File: config.mk
export PLATFORM = sky130hd
export DESIGN_NAME = fbpat_writer
export DESIGN_NICKNAME = d
export VERILOG_FILES = /design/src/rtl/fbpat_pkg.sv /design/src/rtl/fbpat_scan.sv /design/src/rtl/fbpat_addr.sv /design/src/rtl/fbpat_shade.sv /design/src/rtl/fbpat_writer.sv
export SDC_FILE = /design/constraint.sdc
export NUM_CORES = 1
export LEC_CHECK = 0
export BUFFER_PORTS_ARGS = -buffer_cell sky130_fd_sc_hd__buf_2
export CORE_ASPECT_RATIO = 0.75
export CORE_MARGIN = 4
export CORE_UTILIZATION = 64
export DETAILED_ROUTE_END_ITERATION = 16
export PLACE_DENSITY_LB_ADDON = 0.1
export SYNTH_ARGS = -nofsm -noshare
export SYNTH_HDL_FRONTEND = slang
export SYNTH_SLANG_ARGS = --single-unit
File: constraint.sdc
create_clock -name clk -period 6.2 [get_ports clk]
set_clock_uncertainty 0.1 [all_clocks]
set_input_delay 1.24 -clock clk [delete_from_list [all_inputs] [get_ports clk]]
set_output_delay 1.24 -clock clk [all_outputs]
set_load 0.01 [all_outputs]
File: src/rtl/fbpat_pkg.sv
package fbpat_pkg;

    typedef enum logic [1:0] {
        ST_BOOT = 2'd0,
        ST_COL  = 2'd1,
        ST_ROW  = 2'd2
    } scan_st_t;

    typedef logic [2:0] rgb3_t;

    localparam rgb3_t HUE_BLACK = 3'b000;
    localparam rgb3_t HUE_RED   = 3'b100;
    localparam rgb3_t HUE_GREEN = 3'b010;
    localparam rgb3_t HUE_CYAN  = 3'b011;

    // half-open box: lo <= coord < hi
    typedef struct packed {
        logic [15:0] x_lo;
        logic [15:0] x_hi;
        logic [15:0] y_lo;
        logic [15:0] y_hi;
        rgb3_t       hue;
    } box_t;

    localparam int BOX_N = 3;

    // index 0 has the highest priority
    function automatic box_t box_at(input int idx);
        box_t b;
        case (idx)
            0:       b = '{x_lo: 16'd0,   x_hi: 16'd15,  y_lo: 16'd0,   y_hi: 16'd44,  hue: HUE_RED};
            1:       b = '{x_lo: 16'd20,  x_hi: 16'd300, y_lo: 16'd40,  y_hi: 16'd200, hue: HUE_CYAN};
            default: b = '{x_lo: 16'd300, x_hi: 16'd320, y_lo: 16'd200, y_hi: 16'd240, hue: HUE_GREEN};
        endcase
        return b;
    endfunction

endpackage

File: src/rtl/fbpat_scan.sv
module fbpat_scan
    import fbpat_pkg::*;
#(
    parameter int H_PIX = 320,
    parameter int V_PIX = 240,
    parameter int XW    = $clog2(H_PIX + 1),
    parameter int YW    = $clog2(V_PIX + 1)
) (
    input  logic          clk,
    input  logic          rst,
    output scan_st_t      st_o,
    output logic [XW-1:0] x_o,
    output logic [YW-1:0] y_o
);

    localparam logic [XW-1:0] X_END = XW'(H_PIX);
    localparam logic [YW-1:0] Y_END = YW'(V_PIX);

    scan_st_t      st_q, st_nx;
    logic [XW-1:0] x_q, x_nx;
    logic [YW-1:0] y_q, y_nx;
    logic          ph_q, ph_nx;

    // state register
    always_ff @(posedge clk) begin
        if (rst) st_q <= ST_BOOT;
        else     st_q <= st_nx;
    end

    // coordinate and dwell-phase registers
    always_ff @(posedge clk) begin
        if (rst) begin
            x_q  <= '0;
            y_q  <= '0;
            ph_q <= 1'b0;
        end else begin
            x_q  <= x_nx;
            y_q  <= y_nx;
            ph_q <= ph_nx;
        end
    end

    // next state: every step dwells two cycles (phase 0 then phase 1)
    always_comb begin
        st_nx = st_q;
        x_nx  = x_q;
        y_nx  = y_q;
        ph_nx = ph_q;
        unique case (st_q)
            ST_BOOT: begin
                st_nx = ST_COL;
                x_nx  = '0;
                y_nx  = '0;
                ph_nx = 1'b0;
            end
            ST_COL: begin
                if (!ph_q) begin
                    ph_nx = 1'b1;
                end else begin
                    ph_nx = 1'b0;
                    if (x_q >= X_END) begin
                        x_nx  = '0;
                        st_nx = ST_ROW;
                    end else begin
                        x_nx = x_q + 1'b1;
                    end
                end
            end
            ST_ROW: begin
                if (!ph_q) begin
                    ph_nx = 1'b1;
                end else begin
                    ph_nx = 1'b0;
                    st_nx = ST_COL;
                    if (y_q >= Y_END) y_nx = '0;
                    else              y_nx = y_q + 1'b1;
                end
            end
            default: begin
                st_nx = ST_BOOT;
            end
        endcase
    end

    // outputs
    always_comb begin
        st_o = st_q;
        x_o  = x_q;
        y_o  = y_q;
    end

endmodule

File: src/rtl/fbpat_addr.sv
module fbpat_addr
    import fbpat_pkg::*;
#(
    parameter int H_PIX = 320,
    parameter int V_PIX = 240,
    parameter int XW    = $clog2(H_PIX + 1),
    parameter int YW    = $clog2(V_PIX + 1),
    parameter int AW    = $clog2(H_PIX * V_PIX)
) (
    input  scan_st_t      st_i,
    input  logic [XW-1:0] x_i,
    input  logic [YW-1:0] y_i,
    output logic [AW-1:0] addr_o,
    output logic          we_o
);

    localparam logic [AW-1:0] ROW_PITCH = AW'(H_PIX);
    localparam logic [AW-1:0] ADDR_LIM  = AW'(H_PIX * V_PIX);

    logic [AW-1:0] lin;
    logic          in_frame;

    always_comb begin
        lin      = AW'(x_i) + AW'(y_i) * ROW_PITCH;
        in_frame = (x_i < XW'(H_PIX)) && (y_i < YW'(V_PIX));
        addr_o   = lin;
        // strobe only inside the frame, never at or past the memory end
        we_o     = (st_i != ST_BOOT) && in_frame && (lin < ADDR_LIM);
    end

endmodule

File: src/rtl/fbpat_shade.sv
module fbpat_shade
    import fbpat_pkg::*;
#(
    parameter int XW = 9,
    parameter int YW = 8
) (
    input  logic [XW-1:0] x_i,
    input  logic [YW-1:0] y_i,
    output rgb3_t         hue_o
);

    logic [BOX_N-1:0] hit;
    rgb3_t            box_hue [BOX_N];

    for (genvar g = 0; g < BOX_N; g++) begin : g_box
        localparam box_t B = box_at(g);
        logic [15:0] dx, dy;
        always_comb begin
            // unsigned offset test: lo <= c < hi  <=>  (c - lo) < (hi - lo)
            dx         = 16'(x_i) - B.x_lo;
            dy         = 16'(y_i) - B.y_lo;
            hit[g]     = (dx < (B.x_hi - B.x_lo)) && (dy < (B.y_hi - B.y_lo));
            box_hue[g] = B.hue;
        end
    end

    // lowest index wins
    always_comb begin
        hue_o = HUE_BLACK;
        for (int i = BOX_N - 1; i >= 0; i--) begin
            if (hit[i]) hue_o = box_hue[i];
        end
    end

endmodule

File: src/rtl/fbpat_writer.sv
module fbpat_writer
    import fbpat_pkg::*;
#(
    parameter int H_PIX = 320,
    parameter int V_PIX = 240,
    parameter int AW    = $clog2(H_PIX * V_PIX)
) (
    input  logic          clk,
    input  logic          rst,
    output logic [AW-1:0] fb_addr,
    output logic [2:0]    fb_data,
    output logic          fb_we
);

    localparam int XW = $clog2(H_PIX + 1);
    localparam int YW = $clog2(V_PIX + 1);

    scan_st_t      scan_st;
    logic [XW-1:0] scan_x;
    logic [YW-1:0] scan_y;

    fbpat_scan #(.H_PIX(H_PIX), .V_PIX(V_PIX), .XW(XW), .YW(YW)) u_scan (
        .clk  (clk),
        .rst  (rst),
        .st_o (scan_st),
        .x_o  (scan_x),
        .y_o  (scan_y)
    );

    fbpat_addr #(.H_PIX(H_PIX), .V_PIX(V_PIX), .XW(XW), .YW(YW), .AW(AW)) u_addr (
        .st_i   (scan_st),
        .x_i    (scan_x),
        .y_i    (scan_y),
        .addr_o (fb_addr),
        .we_o   (fb_we)
    );

    fbpat_shade #(.XW(XW), .YW(YW)) u_shade (
        .x_i   (scan_x),
        .y_i   (scan_y),
        .hue_o (fb_data)
    );

endmodule

==> flow_summary.yaml <==
run_status:
  status: "completed"
route:
  post_drt_via_cell_ratio: 6.243
  drt-pass1-iter-count: 4
  num_vias: 1979
  antenna_violating_nets_post_route: 0
  highest-signal-layer: "met4"
  drt_iter0_markers: 113
  drc_violation_count_after_routing: 0
  detail_route.wl_per_cell_um: 15.31
  route.final.wire_length_um: 4854
  route.layer.met1.wl_um: 2484
  met3WireLength_um: 335
  routed-wl-met2_um: 2000
synth:
  synth_ff_type: "dfxtp_1"
  async_reset_ff_share_pct: 0
  synth-seq-cells: 20
  number_of_cells_produced_by_synthesis: 269
  synth_top_family_by_area: "compound AO/OA/AOI/OAI gates"
  muxShareOfSynthArea_pct: 0.5354
  yosys_warnings: 0
  synth.distinct_cells: 60
  mappedNetlistArea_mm2: 0.002103
  synthesized_area_fraction_occupied_by_ao_oa_aoi_and_oai_cells_pct: 28.26
  synth.yosys.seq_area_share_pct: 19.04
  synthesis.area_per_instance_um2: 7.819
  post_synth_fa_ha_maj_area_fraction_pct: 17.37
  synth_edf_count: 0
  synth.net_count: 299
  synth_simple_gate_area_share_pct: 21.95
  synth_xor_area_share_pct: 6.246
cts:
  cts_resized: 0
  holdBufCountCts: 0
  cts_buffer_depth: 2
  post_cts_repair_timing_setup_buffer_count: 0
  cts_htree_levels: 1
  cts.sinks: 20
  cts.clk_slew.worst_paths_ps: 70
  insertion_delay_ps: 250
  clock-root-buffer: "clkbuf_8"
  tritoncts: "done"
  cts_inserted_buffers: 3
critical_path:
  critical_path.top_delay_family: "compound AO/OA/AOI/OAI gates"
  timing.critical_path.required_ps: 4860
  endpoint_kind: "output pin"
  critical_path.n_buffers_inverters: 1
  regToRegSetupSlack_ps: 4170
  cp_cell_sequence: "ha_1 > ha_1 > fa_1 > a211o_2 > a311oi_1 > a311oi_2 > nand4_1 > nand4_1 > o31ai_1 > buf_2"
  r2r-end: "u_scan.x_o[7]$_SDFFE_PP0P_"
  worstReg2RegStart: "u_scan.st_o[1]$_SDFFE_PP0P_"
  worstPathArrival_ps: 3240
  critical-path-slowest-cell: "dfxtp_1"
  worst-setup-path-type: "reg2out"
  timing.critical_path.slowest_cell_delay_ps: 520
  critical_path_fanouts_max: 10
  critPathLaunchType: "flop"
  worstRegToRegCells: 7
timing:
  finalSetupTns_ps: 0
  hold_viol: 0
  max_freq_ghz: 0.2183
  slew_viol_final: 0
  finalCritPeriodShare_pct: 73.88
  count_of_endpoints_failing_setup_in_the_final_report: 0
  slew_headroom_pct: 55.67
  tightestPinTransition_ps: 657.9
  rsz0062_at_grt: "no"
  finalWorstPathRequiredPeriod_ps: 4580
cells_and_area:
  fraction_of_layout_instances_using_a_drive_strength_above_1_pct: 13.98
  num-fill-cells: 258
  areaGrowthSynthToFinish_pct: 5.711
  ff_latch_area_um2: 400.4
  multiInputGateArea_mm2: 0.001564
  n_antenna_cell: 0
  nets: 311
grt:
  grt_first_pass_wirelength_um: 8190
  pin_count_of_the_biggest_net_entering_global_routing: 15
  overflow: 0
  grt_util_all_layers_pct: 24.22
  first_global_vias: 1818
  grt_antenna_before_repair: 0
placement:
  placement.io_buffers: 22
  detailedPlacementHpwl_um: 3796
  gp_routability_congestion: 0.8936
floorplan:
  die-width_um: 74.20
  die_height_um: 57.65
  core_mm2: 0.003042
  rows: 17
  dieArea_mm2: 0.004277
  io_pins: 23
  start_util_pct: 69.15
power_and_ir_drop:
  switching_component_of_the_power_mw: 0.06649
  clock_power_share_pct: 32.7
  power.switching_fraction_pct: 26.12
  ratio_of_total_power_to_cell_area_mw_per_mm2: 114.5
  total_power_mw: 0.2545
  share_of_power_burned_in_combinational_logic_pct: 14.5
  p_seq_share_pct: 52.8
  vdd_drop_max_uv: 91.57
  p_leak_nw: 1.016
  power.internal_mw: 0.1880
min_path:
  holdPathStages: 2
  hold_class: "reg2reg"
  min-delay-start: "u_scan.st_o[1]$_SDFFE_PP0P_"
  min_delay_worst_endpoint: "u_scan.st_o[1]$_SDFFE_PP0P_"
job:
  max_cap_viol_count: 0
==> layout make-up <==
cell class                      count  share of cell area [%]
Clock buffer                        3                   1.857
Sequential cell                    20                   18.01
Multi-Input combinational cell    218                   70.34
Timing Repair Buffer               22                   4.952
Tap cell                           38                   2.138
Inverter                           16                   2.701
==> layer usage <==
metal	GRT usage [%]	up-vias
met5	0	-
li1	-	1000
met4	4.393	0
met3	3.813	4
met2	35.86	65
met1	37.15	910
==> cells in the final DEF, fill, tap and decap left out, types with 3 or more instances in the layout <==
cell / netlist / layout
inv_1: 16 / 16
a21o_1: 4 / 4
o21ai_0: 16 / 16
o22ai_1: 3 / 3
nand2b_1: 4 / 4
a211oi_1: 4 / 4
or2_2: 3 / 3
buf_2: 0 / 22
nand4_1: 5 / 5
a311oi_1: 4 / 4
clkbuf_8: 0 / 3
ha_1: 26 / 26
nand3_1: 6 / 6
dfxtp_1: 20 / 20
xnor2_1: 10 / 10
nor3_1: 5 / 5
o21a_1: 4 / 4
xor2_1: 5 / 5
a21oi_1: 19 / 19
nand2_1: 21 / 21
nor2_1: 30 / 30
==> cell families (layout without fill, tap and decap cells) <==
group,count (synthesis),after routing
and+or+nand+nor,90,90
muxes,1,1
xor gates and xnor gates,15,15
DFF,20,20
adders and majority gates,28,28
buffers and inverters,31,41
AOI/OAI and AO/OA,84,84
==> through the flow <==
step | utilization, % | cell area [um2] | setup slack (ps) | hold WS, ps | cells
final | 73.10 | 2223 | 1620 | 426.3 | 317
after global routing | 73.10 | 2223 | 1421 | 473.4 | 317
after CTS | 73.10 | 2223 | 1631 | 427.2 | 317
after detailed placement | 71.74 | 2182 | 1929 | 413.3 | 314
after global placement | 71.74 | 2182 | 2009 | 420.4 | 314
after floorplan | - | 2103 | 2249 | 386.9 | 269
==> power groups by stage <==
stage	logic [mW]	registers [mW]	clock network (mW)
floorplan	0.0267	0.136	0
global placement	0.0350	0.137	0
detailed placement	0.0361	0.137	0
CTS	0.0367	0.134	0.0858
global route	0.0408	0.135	0.0916
finish	0.0370	0.134	0.0832
==> Yosys cell counts (3+ instances only) <==
master | count | share of area (%)
nand2_1 | 21 | 3.7
xor2_1 | 5 | 2.1
dfxtp_1 | 20 | 19
o21a_1 | 4 | 1.4
a21o_1 | 4 | 1.4
nor2_1 | 30 | 5.4
ha_1 | 26 | 15
or2_2 | 3 | 0.89
o21ai_0 | 16 | 3.8
xnor2_1 | 10 | 4.2
nand2b_1 | 4 | 1.2
nand4_1 | 5 | 1.5
nor3_1 | 5 | 1.2
o22ai_1 | 3 | 0.89
inv_1 | 16 | 2.9
clkbuf_1 | 9 | 1.6
nand3_1 | 6 | 1.4
a21oi_1 | 19 | 4.5
buf_4 | 6 | 2.1
a211oi_1 | 4 | 1.4
a311oi_1 | 4 | 1.7
==> flip-flops by register name, indices dropped and copies added (netlist names) <==
signal	count
u_scan.x_o	9
u_scan.y_o	8
u_scan.st_o	2
u_scan.ph_q	1
==> worst min-delay path: cells and delay by family, from the launching register on <==
family / cells / cell delay [ps]
DFF: 1 / 340
AOI/OAI and AO/OA: 2 / 150
==> how the worst max path moves through the flow <==
| stage | from | endpoint | slack [ps] | cells past startpoint |
|---|---|---|---|---|
| after floorplan | u_scan.y_o[1]$_SDFFE_PP0P_ | fb_we | 2250 | 9 |
| after global placement | u_scan.y_o[3]$_SDFFE_PP0P_ | fb_we | 2010 | 10 |
| after detailed placement | u_scan.y_o[3]$_SDFFE_PP0P_ | fb_we | 1930 | 10 |
| after CTS | u_scan.y_o[3]$_SDFFE_PP0P_ | fb_we | 1630 | 10 |
| after global routing | u_scan.y_o[3]$_SDFFE_PP0P_ | fb_we | 1420 | 10 |
| final | u_scan.y_o[3]$_SDFFE_PP0P_ | fb_we | 1620 | 10 |
(Power assumes the default switching activity.)
